**src/rtl/gpio_regs_pkg.sv**
```systemverilog
package gpio_regs_pkg;
  localparam int unsigned ADDR_W = 3;

  typedef enum logic [ADDR_W-1:0] {
    SEL_DATA = 3'd0,
    SEL_SET  = 3'd1,
    SEL_CLR  = 3'd2,
    SEL_DOUT = 3'd3,
    SEL_DIN  = 3'd4
  } reg_sel_e;
endpackage

```
**src/rtl/gpio_sync.sv**
```systemverilog
module gpio_sync #(
  parameter int unsigned W = 32
) (
  input  logic         clk_i,
  input  logic         rst_ni,
  input  logic [W-1:0] d_i,
  output logic [W-1:0] q_o
);
  logic [W-1:0] meta_q, sync_q;

  always_ff @(posedge clk_i or negedge rst_ni) begin
    if (!rst_ni) begin
      meta_q <= '0;
      sync_q <= '0;
    end else begin
      meta_q <= d_i;
      sync_q <= meta_q;
    end
  end

  assign q_o = sync_q;
endmodule

```
**src/rtl/gpio_lane_map.sv**
```systemverilog
// Bus <-> line permutation. Byte swap and mirror commute and each is its own
// inverse, so one instance serves both the write and the read direction.
module gpio_lane_map #(
  parameter int unsigned NBYTES    = 4,
  parameter bit          MIRROR    = 1'b0,
  parameter bit          BYTE_SWAP = 1'b0
) (
  input  logic [NBYTES*8-1:0] in_i,
  output logic [NBYTES*8-1:0] out_o
);
  localparam int unsigned W       = NBYTES * 8;
  localparam bit          DO_SWAP = BYTE_SWAP && (NBYTES == 2 || NBYTES == 4);

  logic [W-1:0] swapped;

  for (genvar b = 0; b < NBYTES; b++) begin : g_byte
    if (DO_SWAP) begin : g_swap
      assign swapped[8*b +: 8] = in_i[8*(NBYTES-1-b) +: 8];
    end else begin : g_keep
      assign swapped[8*b +: 8] = in_i[8*b +: 8];
    end
  end

  for (genvar k = 0; k < W; k++) begin : g_bit
    if (MIRROR) begin : g_mir
      assign out_o[k] = swapped[W-1-k];
    end else begin : g_str
      assign out_o[k] = swapped[k];
    end
  end
endmodule

```
**src/rtl/gpio_regs.sv**
```systemverilog
module gpio_regs
  import gpio_regs_pkg::*;
#(
  parameter int unsigned NBYTES    = 4,
  parameter bit          MIRROR    = 1'b0,
  parameter bit          BYTE_SWAP = 1'b0
) (
  input  logic                clk_i,
  input  logic                rst_ni,
  input  logic [ADDR_W-1:0]   addr_i,
  input  logic                we_i,
  input  logic [NBYTES*8-1:0] wdata_i,
  output logic [NBYTES*8-1:0] rdata_o,
  input  logic [NBYTES*8-1:0] pad_i,
  output logic [NBYTES*8-1:0] pad_o,
  output logic [NBYTES*8-1:0] pad_oe_o
);
  localparam int unsigned W = NBYTES * 8;

  if (!(NBYTES == 1 || NBYTES == 2 || NBYTES == 4 || NBYTES == 8)) begin : g_bad_width
    $error("gpio_regs: NBYTES must be 1, 2, 4 or 8");
  end
  if (BYTE_SWAP && NBYTES == 8) begin : g_bad_swap
    $error("gpio_regs: byte swap is not allowed at 64-bit width");
  end

  logic [W-1:0] wline;    // write data in line order
  logic [W-1:0] latch_q;  // output latch, line order
  logic [W-1:0] dir_q;    // 1 = output, line order
  logic [W-1:0] pad_sync;
  logic [W-1:0] rline, rbus, rdata_q;

  gpio_lane_map #(.NBYTES(NBYTES), .MIRROR(MIRROR), .BYTE_SWAP(BYTE_SWAP)) u_wmap (
    .in_i (wdata_i),
    .out_o(wline)
  );

  gpio_sync #(.W(W)) u_sync (
    .clk_i (clk_i),
    .rst_ni(rst_ni),
    .d_i   (pad_i),
    .q_o   (pad_sync)
  );

  always_ff @(posedge clk_i or negedge rst_ni) begin
    if (!rst_ni) begin
      latch_q <= '0;
      dir_q   <= '0;
    end else if (we_i) begin
      case (addr_i)
        SEL_DATA: latch_q <= wline;
        SEL_SET:  latch_q <= latch_q | wline;
        SEL_CLR:  latch_q <= latch_q & ~wline;
        SEL_DOUT: dir_q   <= wline;
        SEL_DIN:  dir_q   <= ~wline;
        default: ;
      endcase
    end
  end

  always_comb begin
    case (addr_i)
      SEL_DATA: rline = (latch_q & dir_q) | (pad_sync & ~dir_q);
      SEL_SET:  rline = latch_q;
      SEL_DOUT: rline = dir_q;
      SEL_DIN:  rline = ~dir_q;
      default:  rline = '0;
    endcase
  end

  gpio_lane_map #(.NBYTES(NBYTES), .MIRROR(MIRROR), .BYTE_SWAP(BYTE_SWAP)) u_rmap (
    .in_i (rline),
    .out_o(rbus)
  );

  always_ff @(posedge clk_i or negedge rst_ni) begin
    if (!rst_ni) rdata_q <= '0;
    else         rdata_q <= rbus;
  end

  assign rdata_o  = rdata_q;
  assign pad_o    = latch_q;
  assign pad_oe_o = dir_q;
endmodule

```
**config.mk**
```make
export PLATFORM = sky130hd
export DESIGN_NAME = gpio_regs
export DESIGN_NICKNAME = d
export VERILOG_FILES = /design/src/rtl/gpio_regs_pkg.sv /design/src/rtl/gpio_sync.sv /design/src/rtl/gpio_lane_map.sv /design/src/rtl/gpio_regs.sv
export SDC_FILE = /design/constraint.sdc
export NUM_CORES = 1
export LEC_CHECK = 0
export BUFFER_PORTS_ARGS = -buffer_cell sky130_fd_sc_hd__buf_2
export CORE_UTILIZATION = 30
export DETAILED_ROUTE_END_ITERATION = 6
export GPL_TIMING_DRIVEN = 0
export HOLD_SLACK_MARGIN = 0.02
export RECOVER_POWER = 25
export SYNTH_ARGS = -nofsm -noshare
export SYNTH_HDL_FRONTEND = slang
export SYNTH_HIERARCHICAL = 1
export SYNTH_SLANG_ARGS = --single-unit
```
**constraint.sdc**
```tcl
create_clock -name clk_i -period 1.1 [get_ports clk_i]
set_input_delay 0.22 -clock clk_i [delete_from_list [all_inputs] [get_ports clk_i]]
set_output_delay 0.22 -clock clk_i [all_outputs]
set_load 0.02 [all_outputs]
```
==> metrics.txt <==
relative slew slack 0.273; global-route wire length before repair ~36000 um; Post-Synthesis Cell Area between 7000 and 8000 um^2; number of nets in the synthesized netlist 710; ratio of routed vias to standard cells roughly 5.0; critical setup path kind reg2out; gpl congestion 0.791; transition time at the pin with the least slew margin around 1.1 ns; outcome complete, but fails checks; via total after detailed routing 6183; delay of the slowest critical-path stage 0.46 ns; number of sinks on the clock net between 150 and 200; sequential share of the synthesized area 0.561; Setup WS pre-CTS -0.756 ns; Die Y-Extent ~160 um; number of nets in the final layout roughly 1000; worst hold slack after final layout -0.00675 ns; unrepaired setup endpoints after global routing yes; Post-synth EDFFs 0; arrival time reported for the critical path endpoint just over 1 ns; count of distinct cell types in the synthesized netlist 21; clock buffers created by TritonCTS 17; kind of cell adding the most delay to the critical path flip-flops; CTS tree yes; Critical Path Start Type flip-flop; fillcell total about 2200; most used standard cell by instance count after synthesis sky130_fd_sc_hd__dfrtp_1; clk_skew between 0.006 and 0.007 ns; maxcap violations 0; startpoint of the most critical register-to-register path pad_oe_o[9]; worst min path class in2async; cell area reported after detailed placement 8510 um^2; number of setup violations in the final report ~100; proportion of layout cells with a drive suffix above 1 0.523; power density of the placed cells ~1800 nW/um^2; post-route setup slack -0.154 ns; final hold viol count 4; CP Data Required Time 0.88 ns; I/O pin count 166; register bit total from synthesis between 150 and 200; clock-pin slew on the worst setup and hold paths around 0.060 ns; number of optimization iterations in the first detailed-route pass 6; pin count of the biggest net entering global routing 88; Final ANT Viol Nets 0; endpoint kind of the worst setup timing path output pin; Final HPWL DP 14100 um; CP cell instances buf_6; starting density of the core 0.305; area of the die about 24000 um^2; fraction of registers with async set/reset 1.00; CP max FO 4; overall global routing resource usage 0.195; worst-case vdd ir drop 0.000815 V; I/O Buffers approximately 130; logic depth of the worst register-to-register path 6; Synth Flop Type sky130_fd_sc_hd__dfrtp_1; top cell type by total area after synthesis sky130_fd_sc_hd__dfrtp_1; Core Box Area approximately 23000 um^2; share of the clock period used by the worst path 1.14; hold buffer count at cts 32; Max Clock Freq roughly 0.80 GHz; Final Max Slew Viols 0; top post-synthesis cells by area sky130_fd_sc_hd__dfrtp_1 56%, sky130_fd_sc_hd__buf_4 7.3%, sky130_fd_sc_hd__nor4bb_1 4.6%; Synth top cells by count 160 x sky130_fd_sc_hd__dfrtp_1, 69 x sky130_fd_sc_hd__buf_4, 66 x sky130_fd_sc_hd__o21ai_0, 63 x sky130_fd_sc_hd__o21ai_1, 33 x sky130_fd_sc_hd__nor4bb_1; sum of routed wire length over all layers ~23000 um; number of placement rows between 50 and 60; antenna diode count 0; Die X-Extent 156 um; Critical R2R Capture pad_oe_o[9]; Finished Cell Area between 10000 and 15000 um^2; leakage power summed over all cells between 0.004 and 0.005 uW; crit path buf inv count 1; synthesized instance count 640; violations in the final reports negative hold slack, negative setup slack; Critical-path top delay cell sky130_fd_sc_hd__dfrtp_2; layout-stage area growth over the synthesis result 55.0%; mean area per synthesized cell 11.1 um^2; initial drt markers between 300 and 400; number of global-route vias before repair a little over 6000; final worst path period need ~1.3 ns; sum of overflow across all layers after global routing 0; Warnings, synthesis 6; number of buffers between clock root and the deepest sink 2; final routed wire length divided by cell count 19.0 um; internal reg-to-reg setup slack -0.08 ns; H-tree Lvls 4; DRC violation count after routing 0; root buffer selected by CTS sky130_fd_sc_hd__clkbuf_16; fraction of post-synthesis cell area in the top cell type by area 0.561; number of antenna violations at the first check in global routing 1; clock network latency to the later pin of the worst-skew pair ~0.43 ns
cell type report:
class	count	area, um^2	share of cell area
clock inverters	12	136	0.0123
well taps	319	399	0.0361
inverters	1	3.75	0.000339
clock buffers	20	447	0.0404
repair buffers	272	2550	0.231
plain buffers	91	669	0.0605
flip-flops and latches	160	4040	0.365
multi-input cells	360	2810	0.254
cells in the final DEF, fill, tap and decap left out, types with 2 or more instances in the layout:
master and count:
sky130_fd_sc_hd__bufinv_16 2, sky130_fd_sc_hd__clkbuf_4 2, sky130_fd_sc_hd__buf_8 5, sky130_fd_sc_hd__buf_4 114
sky130_fd_sc_hd__clkbuf_2 20, sky130_fd_sc_hd__clkinv_4 4, sky130_fd_sc_hd__dlygate4sd3_1 32, sky130_fd_sc_hd__clkbuf_1 6
sky130_fd_sc_hd__nand2_1 32, sky130_fd_sc_hd__o22ai_2 3, sky130_fd_sc_hd__nor4bb_1 33, sky130_fd_sc_hd__buf_6 140
sky130_fd_sc_hd__nor2_2 12, sky130_fd_sc_hd__nor2_1 14, sky130_fd_sc_hd__o211a_1 32, sky130_fd_sc_hd__o21ai_2 32
sky130_fd_sc_hd__dfrtp_2 29, sky130_fd_sc_hd__o21ai_4 3, sky130_fd_sc_hd__clkinv_2 2, sky130_fd_sc_hd__o22ai_1 29
sky130_fd_sc_hd__nor2_4 7, sky130_fd_sc_hd__o21ai_1 66, sky130_fd_sc_hd__a2bb2oi_2 32, sky130_fd_sc_hd__o21ai_0 28
sky130_fd_sc_hd__buf_2 44, sky130_fd_sc_hd__a22o_1 32, sky130_fd_sc_hd__clkbuf_16 17, sky130_fd_sc_hd__clkbuf_8 2
sky130_fd_sc_hd__dfrtp_1 131, sky130_fd_sc_hd__clkinvlp_4 3
worst max-delay path by stage:
stage | startpoint | depth (start not counted) | endpoint
after floorplan | addr_i[1] | 7 | rdata_o[15]
after global placement | rst_ni | 1 | pad_oe_o[0]
after global routing | pad_oe_o[7] | 1 | pad_oe_o[7]
final | pad_oe_o[29] | 1 | pad_oe_o[29]
after detailed placement | addr_i[1] | 7 | rdata_o[11]
after CTS | pad_oe_o[29] | 1 | pad_oe_o[29]
cells by family after synthesis:
family                 synth area share
AO/OA/AOI/OAI                     0.243
buffers and inverters             0.109
flip-flops                        0.561
AND/OR/NAND/NOR                  0.0870
routing by layer:
layer	GRT usage	part of all wire	vias up
met5	0	0.00047	-
met3	0.0471	0.054	34
met1	0.249	0.44	3115
met4	0.0766	0.022	2
met2	0.317	0.48	207
li1	-	-	2825
timing repair:
| item | 4_1_cts | 5_1_grt |
|---|---|---|
| endpoints found under the hold margin | 105 | 73 |
| setup endpoints to repair | 126 | 148 |
| pin swaps | 43 | 48 |
| setup buffers | 92 | 23 |
| gates resized for setup | 312 | 85 |
per-stage QoR:
step / instances / total power [uW] / utilization / TNS, ns / hold slack [ns]
floorplan: 640 / 10100 / - / -4.10 / -0.0756
global placement: 1091 / 11500 / 0.362 / -484.06 / 0.327
detailed placement: 1092 / 11600 / 0.364 / -41.86 / 0.241
CTS: 1228 / 20100 / 0.461 / -10.27 / -0.230
global route: 1235 / 21300 / 0.472 / -21.14 / 0.0258
finish: 1235 / 20400 / 0.472 / -8.50 / -0.00675
state kept, by name, summed over array words and instances (netlist names):
register	flops
pad_o	32
u_sync/q_o	32
u_sync/meta_q	32
rdata_o	32
pad_oe_o	32
report_power, final:
group          leakage (uW)  switching, uW  total, uW  internal (uW)
Combinational       0.00279           3150       7000           3850
Clock              0.000277           2570       5990           3420
Sequential          0.00190            671       7400           6730
Total               0.00496           6400      20400          14000
No activity file was read; power rests on OpenSTA's default activity.
